`config.mk`:
```
export PLATFORM = sky130hd
export DESIGN_NAME = pcm_cell_mgr
export DESIGN_NICKNAME = d
export VERILOG_FILES = /design/src/rtl/pcm_pkg.sv /design/src/rtl/pcm_next_free.sv /design/src/rtl/pcm_hist.sv /design/src/rtl/pcm_lockq.sv /design/src/rtl/pcm_cell_mgr.sv
export SDC_FILE = /design/constraint.sdc
export NUM_CORES = 2
export LEC_CHECK = 0
export BUFFER_PORTS_ARGS = -buffer_cell sky130_fd_sc_hd__buf_4
export CAP_MARGIN = 15
export CORE_MARGIN = 2
export CORE_UTILIZATION = 30
export DETAILED_ROUTE_END_ITERATION = 8
export HOLD_SLACK_MARGIN = 0.03
export SLEW_MARGIN = 10
export SYNTH_ARGS = -nofsm -noshare
export SYNTH_HDL_FRONTEND = slang
export SYNTH_HIERARCHICAL = 1
export SYNTH_SLANG_ARGS = --single-unit
```
`constraint.sdc`:
```
create_clock -name clk -period 26 [get_ports clk]
set_clock_uncertainty 0.15 [all_clocks]
set_input_delay 5.2 -clock clk [delete_from_list [all_inputs] [get_ports clk]]
set_output_delay 5.2 -clock clk [all_outputs]
set_load 0.02 [all_outputs]
```
`src/rtl/pcm_pkg.sv`:
```
package pcm_pkg;
  localparam int unsigned DEF_NCELLS = 46;
  localparam int unsigned DEF_QDEPTH = 4;

  typedef enum logic [2:0] {
    ACC_IDLE,
    ACC_TAKE,
    ACC_MERGE,
    ACC_DROP,
    ACC_BADLAT
  } acc_e;
endpackage

```
`src/rtl/pcm_next_free.sv`:
```
module pcm_next_free #(
  parameter int unsigned NCELLS = 46,
  parameter int unsigned CW     = 6
) (
  input  logic [CW-1:0]     cur_i,
  input  logic [NCELLS-1:0] blocked_i,
  output logic [CW-1:0]     nxt_o
);
  always_comb begin
    logic found;
    int   idx;
    found = 1'b0;
    nxt_o = cur_i;
    for (int i = 1; i <= int'(NCELLS); i++) begin
      idx = int'(cur_i) + i;
      if (idx >= int'(NCELLS)) idx = idx - int'(NCELLS);
      if (!found && !blocked_i[idx]) begin
        found = 1'b1;
        nxt_o = CW'(idx);
      end
    end
  end
endmodule

```
`src/rtl/pcm_hist.sv`:
```
module pcm_hist #(
  parameter int unsigned NCELLS = 46,
  parameter int unsigned CW     = 6,
  parameter int unsigned HDEPTH = 43,
  parameter int unsigned LW     = 6
) (
  input  logic          clk,
  input  logic          rst_n,
  input  logic          shift_en_i,
  input  logic [CW-1:0] new_cell_i,
  input  logic [LW-1:0] lat_sel_i,
  output logic [CW-1:0] newest_o,
  output logic [CW-1:0] tap_o
);
  logic [CW-1:0] hist_q [HDEPTH];
  logic [CW-1:0] hist_d [HDEPTH];

  always_comb begin
    for (int k = 0; k < int'(HDEPTH); k++) hist_d[k] = hist_q[k];
    if (shift_en_i) begin
      hist_d[0] = new_cell_i;
      for (int k = 1; k < int'(HDEPTH); k++) hist_d[k] = hist_q[k-1];
    end
  end

  always_ff @(posedge clk or negedge rst_n) begin
    if (!rst_n) begin
      for (int k = 0; k < int'(HDEPTH); k++)
        hist_q[k] <= CW'((int'(NCELLS) - k) % int'(NCELLS));
    end else begin
      for (int k = 0; k < int'(HDEPTH); k++) hist_q[k] <= hist_d[k];
    end
  end

  always_comb begin
    tap_o = '0;
    if (int'(lat_sel_i) < int'(HDEPTH)) tap_o = hist_q[int'(lat_sel_i)];
  end

  assign newest_o = hist_q[0];
endmodule

```
`src/rtl/pcm_lockq.sv`:
```
module pcm_lockq #(
  parameter int unsigned NCELLS = 46,
  parameter int unsigned QDEPTH = 4,
  parameter int unsigned CW     = 6,
  parameter int unsigned QW     = 3
) (
  input  logic              clk,
  input  logic              rst_n,
  input  logic              push_i,
  input  logic [CW-1:0]     push_cell_i,
  input  logic              pop_i,
  output logic [NCELLS-1:0] busy_o,
  output logic [CW-1:0]     head_o,
  output logic [QW-1:0]     level_o,
  output logic              full_o
);
  localparam int unsigned PW = (QDEPTH > 1) ? $clog2(QDEPTH) : 1;
  localparam logic [PW-1:0] PLAST = PW'(QDEPTH - 1);

  logic [CW-1:0]     mem_q [QDEPTH];
  logic [CW-1:0]     mem_d [QDEPTH];
  logic [PW-1:0]     rd_q, rd_d, wr_q, wr_d;
  logic [QW-1:0]     cnt_q, cnt_d;
  logic [NCELLS-1:0] busy_q, busy_d;
  logic              do_pop, do_push;

  assign do_pop  = pop_i && (cnt_q != '0);
  assign do_push = push_i && (cnt_q != QW'(QDEPTH));

  always_comb begin
    for (int k = 0; k < int'(QDEPTH); k++) mem_d[k] = mem_q[k];
    rd_d   = rd_q;
    wr_d   = wr_q;
    cnt_d  = cnt_q;
    busy_d = busy_q;
    if (do_pop) begin
      busy_d[mem_q[rd_q]] = 1'b0;
      rd_d  = (rd_q == PLAST) ? '0 : rd_q + 1'b1;
    end
    if (do_push) begin
      mem_d[wr_q]         = push_cell_i;
      busy_d[push_cell_i] = 1'b1;
      wr_d  = (wr_q == PLAST) ? '0 : wr_q + 1'b1;
    end
    case ({do_push, do_pop})
      2'b10:   cnt_d = cnt_q + 1'b1;
      2'b01:   cnt_d = cnt_q - 1'b1;
      default: cnt_d = cnt_q;
    endcase
  end

  always_ff @(posedge clk or negedge rst_n) begin
    if (!rst_n) begin
      for (int k = 0; k < int'(QDEPTH); k++) mem_q[k] <= '0;
      rd_q   <= '0;
      wr_q   <= '0;
      cnt_q  <= '0;
      busy_q <= '0;
    end else begin
      for (int k = 0; k < int'(QDEPTH); k++) mem_q[k] <= mem_d[k];
      rd_q   <= rd_d;
      wr_q   <= wr_d;
      cnt_q  <= cnt_d;
      busy_q <= busy_d;
    end
  end

  assign busy_o  = busy_q;
  assign head_o  = mem_q[rd_q];
  assign level_o = cnt_q;
  assign full_o  = (cnt_q == QW'(QDEPTH));
endmodule

```
`src/rtl/pcm_cell_mgr.sv`:
```
module pcm_cell_mgr #(
  parameter int unsigned NCELLS = pcm_pkg::DEF_NCELLS,
  parameter int unsigned QDEPTH = pcm_pkg::DEF_QDEPTH,
  parameter int unsigned CW     = $clog2(NCELLS),
  parameter int unsigned LW     = $clog2(NCELLS - QDEPTH + 1),
  parameter int unsigned QW     = $clog2(QDEPTH + 1)
) (
  input  logic              clk,
  input  logic              rst_n,
  input  logic              xing_i,
  input  logic              l1a_i,
  input  logic [LW-1:0]     lat_cfg_i,
  input  logic              done_i,
  output logic [CW-1:0]     wr_cell_o,
  output logic [NCELLS-1:0] cell_busy_o,
  output logic              dig_valid_o,
  output logic [CW-1:0]     dig_cell_o,
  output logic [QW-1:0]     q_level_o,
  output logic              ovf_o,
  output logic              lat_err_o
);
  import pcm_pkg::*;

  localparam int unsigned MAX_LAT = NCELLS - QDEPTH;
  localparam int unsigned HDEPTH  = MAX_LAT + 1;

  logic [CW-1:0]     newest, tap, nxt;
  logic [NCELLS-1:0] busy, blocked;
  logic [QW-1:0]     level;
  logic              full, lat_ok;
  acc_e              acc;
  logic              ovf_q, ovf_d, err_q, err_d;

  assign lat_ok = (int'(lat_cfg_i) <= int'(MAX_LAT));

  always_comb begin
    if (!l1a_i)         acc = ACC_IDLE;
    else if (!lat_ok)   acc = ACC_BADLAT;
    else if (busy[tap]) acc = ACC_MERGE;
    else if (full)      acc = ACC_DROP;
    else                acc = ACC_TAKE;
  end

  always_comb begin
    blocked = busy;
    if (acc == ACC_TAKE) blocked[tap] = 1'b1;
  end

  pcm_next_free #(.NCELLS(NCELLS), .CW(CW)) u_next (
    .cur_i     (newest),
    .blocked_i (blocked),
    .nxt_o     (nxt)
  );

  pcm_hist #(.NCELLS(NCELLS), .CW(CW), .HDEPTH(HDEPTH), .LW(LW)) u_hist (
    .clk        (clk),
    .rst_n      (rst_n),
    .shift_en_i (xing_i),
    .new_cell_i (nxt),
    .lat_sel_i  (lat_cfg_i),
    .newest_o   (newest),
    .tap_o      (tap)
  );

  pcm_lockq #(.NCELLS(NCELLS), .QDEPTH(QDEPTH), .CW(CW), .QW(QW)) u_lockq (
    .clk         (clk),
    .rst_n       (rst_n),
    .push_i      (acc == ACC_TAKE),
    .push_cell_i (tap),
    .pop_i       (done_i),
    .busy_o      (busy),
    .head_o      (dig_cell_o),
    .level_o     (level),
    .full_o      (full)
  );

  always_comb begin
    ovf_d = ovf_q || (acc == ACC_DROP);
    err_d = !lat_ok;
  end

  always_ff @(posedge clk or negedge rst_n) begin
    if (!rst_n) begin
      ovf_q <= 1'b0;
      err_q <= 1'b0;
    end else begin
      ovf_q <= ovf_d;
      err_q <= err_d;
    end
  end

  assign wr_cell_o   = newest;
  assign cell_busy_o = busy;
  assign q_level_o   = level;
  assign dig_valid_o = (level != '0);
  assign ovf_o       = ovf_q;
  assign lat_err_o   = err_q;
endmodule

```
==> flow_summary.json <==
{
  "fmax_mhz": 60.8,
  "use_met1_pct": 39.2,
  "cp-end-kind": "register",
  "die_area_um2": 148000,
  "yosys.area.top_type_share_pct": 12.7,
  "worst_pin_slew_ps": 1350,
  "postCtsSetupBuffers": 0,
  "finalWeightedCongestion": 1.09,
  "synth_warnings": 6,
  "finalCritPeriodShare_pct": 63.3,
  "start_util_pct": 30.3,
  "insertion_delay_ps": 590,
  "area_growth_syn_to_layout_pct": 8.98,
  "antenna_found_initial": 18,
  "synth_flop_cell": "dfrtp_1",
  "clock_sinks": 337,
  "dieWidth_um": 385,
  "cp_max_fo": 57,
  "io_pins": 75,
  "grt_start_max_net_pins": 104,
  "grt_use_met3_pct": 9.63,
  "avgSynthCellArea_um2": 8.61,
  "crit_family": "compound AO/OA/AOI/OAI gates",
  "slew_violations": 0,
  "hold_violations": 0,
  "path_buf_inv": 5,
  "ys_seq_elements": 337,
  "synth_area_leaders": "dfrtp_1, mux4_2, mux2_2, dfstp_2, mux2i_1",
  "finalSetupViolations": 0,
  "maxCapViolCount": 0,
  "grt_pass1_wl_um": 337000,
  "rows": 139,
  "final_nets": 5003,
  "clkSlewWorstSetupHoldPaths_ps": 60,
  "hold_buffers": 0,
  "cp_slowest_stage_delay_ps": 820,
  "clk_path_buf_depth": 3,
  "drt_iter0_markers": 8116,
  "yosysMostFrequentCell": "nand2_1",
  "cts-root-buf": "clkbuf_16",
  "cts_buffers": 38,
  "drtPass1Iterations": 9,
  "yosysSeqAreaShare_pct": 19.7,
  "avgViaCountPerCell": 6.95,
  "synth_area_leader_cell": "dfrtp_1",
  "drive_gt1_share_pct": 23.7,
  "wl_per_cell_um": 35.0,
  "crit_required_ps": 26320,
  "hold_class": "register to register",
  "wl_um": 241000,
  "cts_tree": "built",
  "slowest_stage": "buf_4",
  "grt-ovfl-total": 0,
  "crit_top_cell": "buf_4",
  "netlist_top_cells_count": "nand2_1, nor2_1, mux2_2",
  "drcViolationCount": 0,
  "cp_data_arrival_time_ps": 16770,
  "gr-usage-all-layers_pct": 31.2,
  "cts_resized": 0,
  "syn_nets": 5113,
  "num_vias": 47900,
  "outcome": "complete, no violations",
  "critical_path_class": "input pin to register",
  "dieHeight_um": 385,
  "grt_pass1_vias": 43900,
  "rsz0062_at_grt": "false",
  "synth-edff-count": 0,
  "setup_tns_ps": 0,
  "hpwl_um": 176000,
  "portBuffers": 74,
  "period_needed_ps": 16450,
  "grt-busiest-layer": "met2",
  "syn-cell-area_um2": 43600,
  "ant_nets": 0,
  "netlist_instances": 5064,
  "met2_usage_pct": 46.0,
  "worstSetupStartpointType": "input pin",
  "maxSlewHeadroom_pct": 9.07,
  "async_flop_share_pct": 100,
  "synth.distinct_cells": 146,
  "htreeDepth": 2,
  "core-area_um2": 144000
}
flip-flops by register name (all words and copies together) (netlist names), 2 cells and up:
register         count
u_hist/hist_q      252
u_lockq/mem_q       24
u_hist/newest_o      6
u_lockq/level_o      3
u_lockq/rd_q         2
u_lockq/wr_q         2
u_lockq/busy_o      46
cells in the final DEF, fill, tap and decap left out, types with 112 or more instances in the layout:
master / instances
a21oi_1: 281
mux2_2: 344
o21ai_0: 267
nand2_1: 433
a31oi_1: 173
xnor2_1: 153
dfstp_2: 115
buf_4: 284
nor2_1: 358
nand3_1: 138
nor3_1: 127
o211ai_1: 112
mux4_2: 179
dfrtp_1: 216
mux2i_1: 248
path summary, 6_finish.rpt:
path / start / endpoint / slack (ps) / cells past startpoint
worst max-delay path: lat_cfg_i[0] / u_hist/newest_o[5] / 9550 / 36
worst min-delay path: u_lockq/mem_q[9] / u_lockq/mem_q[9] / 350 / 1
worst max register to register: u_hist/newest_o[1] / u_hist/newest_o[0] / 14550 / 25
worst min register to register: u_lockq/mem_q[9] / u_lockq/mem_q[9] / 350 / 1
max in group asynchronous: rst_n / u_lockq/level_o[0] / 18590 / 3
min in group asynchronous: rst_n / u_hist/newest_o[0] / 4530 / 1
stage by stage:
stage	worst slack, ps	hold slack (ps)	utilization [%]	area (um2)	instances
2_1_floorplan	12650	324	-	43600	5064
3_5_place_dp	9340	338	32.1	46200	6811
3_3_place_gp	9400	332	32.1	46200	6811
4_1_cts	9920	351	32.9	47400	6880
6_report	9550	351	33.0	47500	6892
5_1_grt	9150	358	33.0	47500	6888
metal layers:
metal / wire [um] / share of wire (%)
met2: 100000 / 42
met4: 20200 / 8.4
met5: 244 / 0.10
met1: 90000 / 37
met3: 30200 / 13
cell families after synthesis:
kind of cell | Yosys count | share of synthesized area, %
AOI/OAI and AO/OA | 1705 | 27.9
xor gates and xnor gates | 181 | 3.92
adders and majority gates | 38 | 1.11
buffers and inverters | 525 | 5.81
DFF | 337 | 19.7
muxes | 793 | 24.5
and+or+nand+nor | 1485 | 17.1
layout make-up:
| cell class | instances | area (um2) |
|---|---|---|
| Sequential cell | 337 | 8590 |
| Antenna cell | 6 | 15.0 |
| Clock inverter | 13 | 161 |
| Tap cell | 1903 | 2380 |
| Fill cell | 15100 | 96500 |
| Clock buffer | 56 | 1070 |
| Multi-Input combinational cell | 4202 | 32800 |
| Inverter | 86 | 328 |
| Timing Repair Buffer | 289 | 2200 |
Power is not shown: default switching activity piles up to over one toggle a cycle in this logic, so the estimate is an artifact.
